==> src/rtl/aim_pkg.sv <==
package aim_pkg;
  parameter int unsigned BYTE_W    = 8;
  parameter int unsigned SMP_W     = 2 * BYTE_W;
  parameter int unsigned ZC_BITS   = 6;
  parameter int unsigned ATT_SHIFT = 2;
  parameter int unsigned NCH       = 2;
  parameter int unsigned PHASES    = 3;
  parameter int unsigned PH_W      = $clog2(PHASES);

  typedef logic [SMP_W-1:0] sample_t;

  // floor of the signed mean of two samples
  function automatic sample_t mid_value(input sample_t a, input sample_t b);
    logic signed [SMP_W:0] s;
    s = $signed({a[SMP_W-1], a}) + $signed({b[SMP_W-1], b});
    return s[SMP_W:1];
  endfunction

  // fixed attenuation step
  function automatic sample_t atten_step(input sample_t x);
    return sample_t'($signed(x) >>> ATT_SHIFT);
  endfunction

  // near-zero negative value detector for zero-cross mute
  function automatic logic zc_hit(input sample_t x);
    return &x[SMP_W-1 -: ZC_BITS];
  endfunction
endpackage

==> src/rtl/aim_byte_collect.sv <==
module aim_byte_collect
  import aim_pkg::*;
(
  input  logic              clk,
  input  logic              rst_n,
  input  logic              in_valid,
  input  logic [BYTE_W-1:0] in_byte,
  input  logic              in_left,
  output logic              smp_done,
  output sample_t           smp_val,
  output logic              smp_flag,
  output logic              smp_left,
  output logic [PH_W-1:0]   phase
);
  localparam logic [PH_W-1:0] PH_LAST = PH_W'(PHASES - 1);

  logic [BYTE_W-1:0] low_q;
  logic              flag_q;
  logic              left_q;

  always_ff @(posedge clk) begin
    if (!rst_n) begin
      phase  <= '0;
      low_q  <= '0;
      flag_q <= 1'b0;
      left_q <= 1'b0;
    end else if (in_valid) begin
      case (phase)
        PH_W'(0): begin
          flag_q <= |in_byte;
          left_q <= in_left;
          phase  <= PH_W'(1);
        end
        PH_W'(1): begin
          low_q <= in_byte;
          phase <= PH_LAST;
        end
        default: phase <= '0;
      endcase
    end
  end

  assign smp_done = in_valid && (phase == PH_LAST);
  assign smp_val  = {in_byte, low_q};
  assign smp_flag = flag_q;
  assign smp_left = left_q;
endmodule

==> src/rtl/aim_conceal_lane.sv <==
module aim_conceal_lane
  import aim_pkg::*;
(
  input  logic    clk,
  input  logic    rst_n,
  input  logic    take,
  input  sample_t new_val,
  input  logic    new_flag,
  output logic    emit,
  output sample_t emit_val,
  output sample_t pend_val,
  output logic    pend_flag
);
  logic    pend_v;
  sample_t last_out;

  always_comb begin
    if (!pend_flag)     emit_val = pend_val;
    else if (new_flag)  emit_val = last_out;
    else                emit_val = mid_value(last_out, new_val);
  end

  assign emit = take && pend_v;

  always_ff @(posedge clk) begin
    if (!rst_n) begin
      pend_v    <= 1'b0;
      pend_val  <= '0;
      pend_flag <= 1'b0;
      last_out  <= '0;
    end else if (take) begin
      pend_v    <= 1'b1;
      pend_val  <= new_val;
      pend_flag <= new_flag;
      if (pend_v) last_out <= emit_val;
    end
  end
endmodule

==> src/rtl/aim_level_ctrl.sv <==
module aim_level_ctrl
  import aim_pkg::*;
(
  input  logic           clk,
  input  logic           rst_n,
  input  logic           emit,
  input  logic           emit_left,
  input  sample_t        emit_val,
  input  logic           mute_pin,
  input  logic           zc_en,
  input  logic           attm_en,
  output logic           out_valid,
  output logic           out_left,
  output sample_t        out_sample,
  output logic [NCH-1:0] zc_latched,
  output logic           zc_cur
);
  logic    zc_mode;
  logic    hit;
  sample_t lvl;

  assign zc_mode = zc_en && mute_pin;
  assign hit     = zc_hit(emit_val);
  assign zc_cur  = zc_latched[emit_left];

  always_comb begin
    if (zc_mode && (zc_cur || hit))   lvl = '0;
    else if (mute_pin && !attm_en && !zc_mode) lvl = '0;
    else if (attm_en)                 lvl = atten_step(emit_val);
    else                              lvl = emit_val;
  end

  always_ff @(posedge clk) begin
    if (!rst_n) begin
      zc_latched <= '0;
    end else if (!zc_mode) begin
      zc_latched <= '0;
    end else if (emit && hit) begin
      zc_latched[emit_left] <= 1'b1;
    end
  end

  always_ff @(posedge clk) begin
    if (!rst_n) begin
      out_valid  <= 1'b0;
      out_left   <= 1'b0;
      out_sample <= '0;
    end else begin
      out_valid <= emit;
      if (emit) begin
        out_left   <= emit_left;
        out_sample <= lvl;
      end
    end
  end
endmodule

==> src/rtl/audio_conceal_mute.sv <==
module audio_conceal_mute
  import aim_pkg::*;
(
  input  logic              clk,
  input  logic              rst_n,
  input  logic              in_valid,
  input  logic [BYTE_W-1:0] in_byte,
  input  logic              in_left,
  input  logic              mute_pin,
  input  logic              zc_en,
  input  logic              attm_en,
  output logic              out_valid,
  output logic              out_left,
  output logic [SMP_W-1:0]  out_sample
);
  logic            smp_done;
  sample_t         smp_val;
  logic            smp_flag;
  logic            smp_left;
  logic [PH_W-1:0] phase;

  logic [NCH-1:0]  lane_emit;
  sample_t         lane_val  [NCH];
  sample_t         lane_pend [NCH];
  logic [NCH-1:0]  lane_pflag;

  // named wires for the checker
  logic            emit_any;
  sample_t         emit_val;
  sample_t         emit_pend;
  logic            emit_flag;
  logic [NCH-1:0]  zc_latched;
  logic            zc_cur;

  aim_byte_collect u_collect (
    .clk(clk), .rst_n(rst_n), .in_valid(in_valid), .in_byte(in_byte),
    .in_left(in_left), .smp_done(smp_done), .smp_val(smp_val),
    .smp_flag(smp_flag), .smp_left(smp_left), .phase(phase)
  );

  // lane 0 = right, lane 1 = left
  for (genvar c = 0; c < NCH; c++) begin : g_lane
    aim_conceal_lane u_lane (
      .clk(clk), .rst_n(rst_n),
      .take(smp_done && (smp_left == c[0])),
      .new_val(smp_val), .new_flag(smp_flag),
      .emit(lane_emit[c]), .emit_val(lane_val[c]),
      .pend_val(lane_pend[c]), .pend_flag(lane_pflag[c])
    );
  end

  assign emit_any  = lane_emit[smp_left];
  assign emit_val  = lane_val[smp_left];
  assign emit_pend = lane_pend[smp_left];
  assign emit_flag = lane_pflag[smp_left];

  aim_level_ctrl u_level (
    .clk(clk), .rst_n(rst_n), .emit(emit_any), .emit_left(smp_left),
    .emit_val(emit_val), .mute_pin(mute_pin), .zc_en(zc_en),
    .attm_en(attm_en), .out_valid(out_valid), .out_left(out_left),
    .out_sample(out_sample), .zc_latched(zc_latched), .zc_cur(zc_cur)
  );
endmodule

==> config.mk <==
export PLATFORM = sky130hd
export DESIGN_NAME = audio_conceal_mute
export DESIGN_NICKNAME = d
export VERILOG_FILES = /design/src/rtl/aim_pkg.sv /design/src/rtl/aim_byte_collect.sv /design/src/rtl/aim_conceal_lane.sv /design/src/rtl/aim_level_ctrl.sv /design/src/rtl/audio_conceal_mute.sv
export SDC_FILE = /design/constraint.sdc
export NUM_CORES = 1
export LEC_CHECK = 0
export BUFFER_PORTS_ARGS = -buffer_cell sky130_fd_sc_hd__buf_4
export CELL_PAD_IN_SITES_DETAIL_PLACEMENT = 1
export CELL_PAD_IN_SITES_GLOBAL_PLACEMENT = 1
export CORE_MARGIN = 5
export CORE_UTILIZATION = 35
export DETAILED_ROUTE_END_ITERATION = 12
export PLACE_DENSITY = 0.65
export SKIP_LAST_GASP = 1
export SLEW_MARGIN = 30
export SYNTH_ARGS = -nofsm -noshare
export SYNTH_HDL_FRONTEND = slang
export SYNTH_SLANG_ARGS = --single-unit
==> constraint.sdc <==
create_clock -name clk -period 4 [get_ports clk]
set_input_delay 0.2 -clock clk [delete_from_list [all_inputs] [get_ports clk]]
set_output_delay 0.2 -clock clk [all_outputs]
set_load 0.005 [all_outputs]
=== After elaboration in Yosys (flattened, before gate mapping) ===
Index checks and enable logic that the tools add are counted.

* Add/subtract/negate cells: 2
* Order comparisons: 3
* Eq/ne operators: 2
* Multiplexer cells: 17
* Bitwise operators: 3
* Reduce and logical (&&, ||, !) cells: 22

{| class="wikitable"
|+ Operator list
! cell !! count
|-
| 16-bit 2-to-1 mux || 9
|-
| 16-bit by 16-bit adder with 17-bit output || 2
|-
| 15-bit 2-to-1 mux || 1
|-
| 1-bit logical AND || 11
|-
| 2-bit AND reduction || 5
|-
| 8-bit OR reduction || 1
|-
| 6-bit AND reduction || 1
|-
| 1-bit 2-to-1 mux || 5
|-
| 2-bit one-hot mux with 2 select lines || 1
|-
| 2-bit by 1-bit == test with 1-bit output (second input constant) || 1
|-
| 2-bit == test (second input constant) || 1
|-
| 2-bit greater-or-equal comparator (second input constant) || 1
|-
| 1-bit logical NOT || 2
|-
| 2-bit logical NOT || 1
|-
| 1-bit by 2-bit less-than comparator with 1-bit output (second input constant) || 1
|-
| 1-bit NOT with 2-bit output || 1
|-
| 2-bit bitwise OR || 1
|-
| 1-bit demux with 1-bit select || 1
|-
| 1-bit greater-or-equal comparator (second input constant) || 1
|-
| 1-bit logical OR || 1
|-
| 1-bit NOT || 1
|}

* Register bits after elaboration: 100
* Input port bits: 15
* Output and inout port bits: 18
* Logic and storage cells: 65

=== Logic depth before layout (Yosys ltp) ===
Gate-level depths: netlist of the first run.

* Depth after elaboration: 10
* Depth in mapped cells: 12
* Depth with buffers taken out: 11

=== Modules after synthesis ===
Synthesis of the first run repeated with hierarchy kept, for this count alone.

* Cell total of the unflattened synthesis: 761
* Area, all modules: 6449.9 µm²

{| class="wikitable"
|+ Modules (own cells, without submodules)
! module !! instances !! cells an instance !! area an instance (µm²) !! sequential area each (µm²)
|-
| aim_conceal_lane at g_lane[0].u_lane || 1 || 294 || 2363.5 || 680.7
|-
| aim_conceal_lane at g_lane[1].u_lane || 1 || 284 || 2284.7 || 680.7
|-
| aim_level_ctrl || 1 || 111 || 982.2 || 400.4
|-
| aim_byte_collect || 1 || 51 || 550.5 || 240.2
|-
| audio_conceal_mute || 1 || 21 || 269.0 || 0.0
|}

=== Worst setup path before layout of the first run ===
No wires, ideal clock.

* Kind: reg2reg
* Start point: reg u_collect.low_q[0]
* End point: reg u_level.out_sample[9]
* Setup time: 117 ps
* Arrival time: 3115 ps
* Required time: 3883 ps
* Slack: 768 ps
* Stages on the path, launching flop included: 13
* Path buffers: 1
* Clock period less this slack: 3232 ps
* Cell sequence: dfxtp_1 -> nand2_1 -> fa_1 -> nor2b_1 -> o2111ai_4 -> a21boi_4 -> nor4_1 -> o31a_1 -> or4_4 -> a221oi_4 -> a211oi_4 -> buf_6 -> a32o_1

* Cells in the longest elaborated chain, start to end: 10
* Elaborated cells between the ends (all ways): 15
* Classes of those cells: add/sub (2); mux (10); reduce/logical (3)

{| class="wikitable"
|+ RTL lines
! element !! RTL line !! source
|-
| start, declared || aim_byte_collect.sv:17 || <nowiki>logic [BYTE_W-1:0] low_q;</nowiki>
|-
| start signal, assigned || aim_byte_collect.sv:35 || <nowiki>low_q <= in_byte;</nowiki>
|-
| 16-bit by 16-bit adder with 17-bit output || aim_pkg.sv:15 || <nowiki>s = $signed({a[SMP_W-1], a}) + $signed({b[SMP_W-1], b});</nowiki>
|-
| 16-bit 2-to-1 mux || aim_conceal_lane.sv:19 || <nowiki>else if (new_flag) emit_val = last_out;</nowiki>
|-
| 16-bit 2-to-1 mux || aim_conceal_lane.sv:18 || <nowiki>if (!pend_flag) emit_val = pend_val;</nowiki>
|-
| 16-bit 2-to-1 mux (not written as such) (*) (3 in a row) || audio_conceal_mute.sv:53 || <nowiki>assign emit_val = lane_val[smp_left];</nowiki>
|-
| 6-bit AND reduction || aim_pkg.sv:26 || <nowiki>return &x[SMP_W-1 -: ZC_BITS];</nowiki>
|-
| 1-bit logical OR || aim_level_ctrl.sv:27 || <nowiki>if (zc_mode && (zc_cur || hit)) lvl = '0;</nowiki>
|-
| 1-bit logical AND || aim_level_ctrl.sv:27 ||
|-
| 16-bit 2-to-1 mux (*) || aim_level_ctrl.sv:27 ||
|-
| end signal, assigned || aim_level_ctrl.sv:52 || <nowiki>out_sample <= lvl;</nowiki>
|-
| end, declared || aim_level_ctrl.sv:14 || <nowiki>output sample_t out_sample,</nowiki>
|}

Mark *: on every way between the ends. The rest lies on a longest branch, timed or not. The select of a mux whose other input is x is not followed.
A chain may end at the register's enable or synchronous reset.

=== Worst setup path in the final report of the first run ===
* Start point: reg u_collect.low_q[0]
* End point: reg u_level.out_sample[7]

Same word-level chain as after synthesis.

==> metrics, run 1 <==
drt via density=5.78; CTS tree=done; TNS Setup=0 ns; Starting Density=a little over a third; status=complete, no violations; H-Tree Depth=3; pin count of the biggest net entering global routing=73; fin crit period=around 3.5 ns; clock-pin slew on the worst setup and hold paths=approximately 0.070 ns; number of CTS-inserted buffers=9; Mapped Area=6340 um2; GR Overflow Total=0; Avg Inst Size Synth=7.83 um2; sequential area share after synthesis=a little under a third; fin crit share=between 80% and 90%; Max VDD drop=221 uV; 1st-pass router iterations=5; WP data arrival=3.79 ns; Multi-input gate area=4080 um2; top_reg_cell synth=dfxtp_1; hold path endpoint=u_collect.smp_left$_SDFFE_PN0P_; Max Fclk=0.282 GHz; Pleak=2.75 nW; Post-Syn Instances=810; slowest stage delay, CP=0.45 ns; reg-to-reg endpoint=u_level.out_sample[7]$_SDFFE_PN0P_; relative slew slack=35.7%; clock latency on the worst-skew pair=0.35 ns; Critical Path Slowest Stage Cell=fa_1; Syn Nets=857; 1st-iter DRT viols=446; fin util=39.6%; CP Max Fanout=16; area share of the largest cell type after synthesis=31.6%; Worst R2R Path Depth=11; reg2reg start=u_collect.low_q[0]$_SDFFE_PN0P_; Synth area leaders=dfxtp_1 (32%), nand2_1 (9.8%), ha_1 (5.9%), a21boi_0 (5.7%), o21ai_0 (4.3%); Setup WS pre-CTS=0.546 ns; core area=17900 um2; antenna viol nets, final=0; Post-synth top cells=nand2_1 (166), dfxtp_1 (100), o21ai_0 (54), a21boi_0 (48), a21oi_1 (42); Synth area leader=dfxtp_1; hold_sp=in_left; CP Cell Sequence=nand2_1 > fa_1 > nor2b_1 > o2111ai_1 > a211oi_1 > nor3_1 > o31ai_1 > nand4_1 > a221oi_4 > a211oi_4 > a32o_1; routed vias=between 6000 and 7000; max cap viols=0; worst min-delay path class=in2reg; clk sinks=100; FF/Latch Area=about 2000 um2; Hold Path Depth=3; hold_buf cts=0; worst endpoint required time=4.24 ns; layout cells sized above 1=under 10%; Chip Width=145 um; vias in the first global route=approximately 6200; post-route setup slack=roughly 0.45 ns; Fillers=2170; Wirelength per Cell=21.3 um; Rows=between 40 and 50; post-CTS sizing=0; Critical Path End Type=register; skew final=0.00809 ns; RD Place Congestion=~0.9; DP Area=6780 um2; final instance area=7090 um2; Non-Filler Instances=1054; top-level I/O count=33; Post-synth EDFFs=0; startpoint types=register; worst slew pin tran=0.955 ns; warnings from Yosys=0; first-pass GRT wire length=35600 um; most frequent cell after synthesis=nand2_1; kind of critical path=reg2reg; clock tree buffer depth=2; die height=145 um; IO buf count=32; ys async rst share=0%; pwr dens=between 300 and 400 nW/um2; count of state elements after synthesis=100; setup violators final=0; Root Driver=clkbuf_16; initial antenna violation count=0; R2R setup slack=0.45 ns; fin. max-slew vios=0; Final Hold Fails=0; Cells after DPL=approximately 1000; Nets=roughly 870; postcts setup bufs=0; Inserted Diodes=0; DIE AREA=20900 um2; Detail Placement HPWL=16500 um; area delta synth->final=11.8%; DRC viols=0; total track usage=22.2%; Synth cell types=a little over 70; RSZ-0062 raised after global routing=no; WL final=22500 um
## registers in the layout, indices dropped and copies added (netlist names)
name and cells:
g_lane.u_lane.last_out 32, g_lane.u_lane.pend_flag 2, g_lane.u_lane.pend_v 2, g_lane.u_lane.pend_val 32, u_collect.low_q 8, u_collect.phase 2, u_collect.smp_flag 1, u_collect.smp_left 1
u_level.out_left 1, u_level.out_sample 16, u_level.out_valid 1, u_level.zc_latched 2
## stage by stage
stage / total power, mW / hold slack, ns
global placement: 1.23 / 0.449
global route: 2.21 / 0.158
detailed placement: 1.23 / 0.463
finish: 2.13 / 0.127
CTS: 2.14 / 0.126
floorplan: 1.15 / 0.345
## where the power goes
part / internal (mW) / switching [mW]
registers: 1.00 / 0.0200
clock network: 0.518 / 0.401
logic: 0.0669 / 0.123
total: 1.59 / 0.544
## cells by family (layout without fill, tap and decap cells)
group | count (synthesis) | in the layout | share of synthesized area (%)
AND/OR/NAND/NOR | 318 | 318 | 23.4
AO/OA/AOI/OAI | 260 | 260 | 28.9
flip-flops | 100 | 100 | 31.6
buffers and inverters | 65 | 80 | 4.14
adder cells (fa/ha/maj) | 32 | 32 | 6.55
multiplexers | 23 | 23 | 3.71
XOR/XNOR | 12 | 12 | 1.66
## how the worst max path moves through the flow
stage / startpoint / to / cells past startpoint / slack, ns
2_1_floorplan: u_collect.low_q[0]$_SDFFE_PN0P_ / u_level.out_sample[9]$_SDFFE_PN0P_ / 12 / 0.77
3_3_place_gp: u_collect.low_q[0]$_SDFFE_PN0P_ / u_level.out_sample[14]$_SDFFE_PN0P_ / 11 / 0.57
3_5_place_dp: u_collect.low_q[0]$_SDFFE_PN0P_ / u_level.out_sample[15]$_SDFFE_PN0P_ / 11 / 0.55
4_1_cts: u_collect.low_q[0]$_SDFFE_PN0P_ / u_level.out_sample[15]$_SDFFE_PN0P_ / 11 / 0.47
5_1_grt: u_collect.low_q[0]$_SDFFE_PN0P_ / u_level.out_sample[14]$_SDFFE_PN0P_ / 11 / 0.17
6_report: u_collect.low_q[0]$_SDFFE_PN0P_ / u_level.out_sample[7]$_SDFFE_PN0P_ / 11 / 0.45
## area by class of cell
| type | instances | share of cell area [%] |
|---|---|---|
| Multi-Input combinational cell | 645 | 57.5 |
| Sequential cell | 100 | 28.3 |
| Timing Repair Buffer | 47 | 4.98 |
| Tap cell | 229 | 4.04 |
| Clock buffer | 12 | 3.62 |
| Inverter | 17 | 0.901 |
| Clock inverter | 4 | 0.671 |
## cells in the final DEF (no fill, tap or decap), types with 16 or more instances in the layout
| cell | n |
|---|---|
| buf_4 | 47 |
| dfxtp_1 | 99 |
| inv_1 | 16 |
| nor2_1 | 38 |
| a21oi_1 | 42 |
| mux2i_1 | 19 |
| nand2_1 | 166 |
| o21ai_0 | 54 |
| a21boi_0 | 48 |
| ha_1 | 30 |
| a31oi_1 | 18 |
| nor2b_1 | 31 |
## per-layer routing
| metal | track usage, % | up-vias | share of wire [%] |
|---|---|---|---|
| li1 | - | 2925 | - |
| met1 | 31.4 | 3017 | 48 |
| met2 | 35.5 | 125 | 45 |
| met3 | 2.12 | 28 | 4.0 |
| met4 | 7.41 | 0 | 2.7 |
| met5 | 0 | - | 0 |
## critical path, delay by kind of cell, from the launching register on
family | cells | cell delay [ns]
AOI/OAI and AO/OA | 6 | 1.82
adders and majority gates | 1 | 0.45
DFF | 1 | 0.44
and+or+nand+nor | 4 | 0.71
No activity file was read; power rests on OpenSTA's default activity.
==> run 2: changes to the inputs <==
- CTS_BUF_LIST: not set -> sky130_fd_sc_hd__clkbuf_4
==> run 2 against run 1 <==
Global-route usage fell by 0.13 points. Final cell count rose by 0.47%. Critical path type unchanged. Via count is 0.67% lower. Highest routed layer unchanged.
==> metrics, run 2 (synthesis gave the netlist of run 1 again) <==
kind of critical path=reg2reg; most frequent cells in the layout=nand2_1 (166), dfxtp_1 (99), o21ai_0 (54); clock network fraction of design power=31.1%; startpoint types=register; status=complete, no violations; CP Max Fanout=16; 1st-pass router iterations=5; worst min-delay path class=in2reg; vias in the first global route=6207; Setup WS pre-CTS=0.546 ns; pwr dens=254 nW/um2; most common cell after layout, fill and taps aside=nand2_1; relative slew slack=31.7%; fin crit period=3.53 ns; GR Overflow Total=0; Wirelength per Cell=between 20 and 25 um; skew final=0.0201 ns; top-level I/O count=33; Switching Share=between 20% and 30%; fin crit share=88.4%; setup violators final=0; post-route setup slack=0.465 ns; RSZ-0062 raised after global routing=no; Final Hold Fails=0; total track usage=22.1%; Rows=49; RD Place Congestion=around 0.90; hold_sp=zc_en; clk sinks=100; CTS tree=done; die height=145 um; initial antenna violation count=1; Starting Density=between 30% and 40%; Hold Path Depth=3; Pint=roughly 1.3 mW; clock tree buffer depth=2; antenna viol nets, final=0; number of CTS-inserted buffers=9; Detail Placement HPWL=16500 um; Pleak=2.69 nW; H-Tree Depth=3; area delta synth->final=9.69%; worst slew pin tran=1.01 ns; reg2reg start=u_collect.low_q[0]$_SDFFE_PN0P_; first-pass GRT wire length=~35000 um; worst endpoint required time=4.39 ns; TNS Setup=0 ns; Max VDD drop=133 uV; Max Fclk=0.283 GHz; Chip Width=approximately 140 um; post-CTS sizing=0; Net Switching=500 uW; Critical Path End Type=register; Nets=871; postcts setup bufs=0; pin count of the biggest net entering global routing=73; Root Driver=clkbuf_4; max cap viols=0; WP data arrival=3.92 ns; core area=17900 um2; IO buf count=32; Logic pwr share=10.9%; launch point of the worst path=u_collect.low_q[0]$_SDFFE_PN0P_; drt via density=5.72; DIE AREA=20900 um2; WL final=22300 um; Largest regs=g_lane.u_lane.last_out x32, g_lane.u_lane.pend_val x32, u_level.out_sample x16; layout cells sized above 1=about 9.8%; Seq pwr share=58.0%; clock-pin slew on the worst setup and hold paths=around 0.16 ns; routed vias=~6000; DRC viols=0; Worst R2R Path Depth=11; 1st-iter DRT viols=394; clock latency on the worst-skew pair=0.48 ns; fin. max-slew vios=0
-- run 2: area by class of cell --
type / instances / area (um2)
diodes: 1 / 2.50
clock buffers: 10 / 75.1
clock inverters: 6 / 55.1
fillers: 2198 / 10900
inverters: 17 / 63.8
multi-input cells: 645 / 4080
flip-flops and latches: 100 / 2000
well taps: 229 / 287
repair buffers: 51 / 393
-- run 2: power by group through the flow --
stage | Sequential, mW | Combinational [mW] | Clock, mW
after floorplan | 1.03 | 0.123 | 0
after global placement | 1.05 | 0.185 | 0
after detailed placement | 1.05 | 0.188 | 0
after CTS | 1.02 | 0.191 | 0.564
after global routing | 1.03 | 0.211 | 0.604
final | 1.02 | 0.193 | 0.549
-- run 2: critical path, stage by stage, from the launching register on --
cell	delay, ns
dfxtp_1	0.47
nand2_1	0.13
fa_1	0.44
nor2b_1	0.21
o2111ai_1	0.24
a211oi_1	0.34
nor3_1	0.11
o31ai_1	0.33
nand4_1	0.25
a221oi_4	0.43
a211oi_4	0.21
a22o_1	0.28
-- run 2: what timing repair did --
action | 4_1_cts | 5_1_grt
hold buffers | 4 | 0
hold endpoints to repair | 6 | 0
endpoints found under the setup margin | 0 | 0
-- run 2: per-stage QoR --
stage	total power, mW	area (um2)	hold slack (ns)	util, %	instances
2_1_floorplan	1.15	6340	0.345	-	810
3_3_place_gp	1.23	6780	0.449	37.9	1038
3_5_place_dp	1.23	6780	0.463	37.9	1038
4_1_cts	1.78	6950	0.00950	38.8	1058
5_1_grt	1.84	6950	0.0116	38.8	1059
6_report	1.77	6950	0.0253	38.8	1059
-- run 2: worst paths after layout --
path / to / slack (ns)
max: u_level.out_sample[14]$_SDFFE_PN0P_ / 0.47
min: u_level.zc_latched[1]$_SDFFE_PN0P_ / 0.03
max reg2reg: u_level.out_sample[14]$_SDFFE_PN0P_ / 0.47
min reg2reg: g_lane[0].u_lane.pend_val[3]$_SDFFE_PN0P_ / 0.48
-- run 2: metal layers --
| metal | vias to the layer above | global-route usage (%) | wire length (um) |
|---|---|---|---|
| met5 | - | 0 | 0 |
| met4 | 0 | 7.61 | 584 |
| met3 | 32 | 2.25 | 781 |
| met2 | 124 | 35.1 | 10100 |
| met1 | 2963 | 31.1 | 10900 |
| li1 | 2935 | - | - |
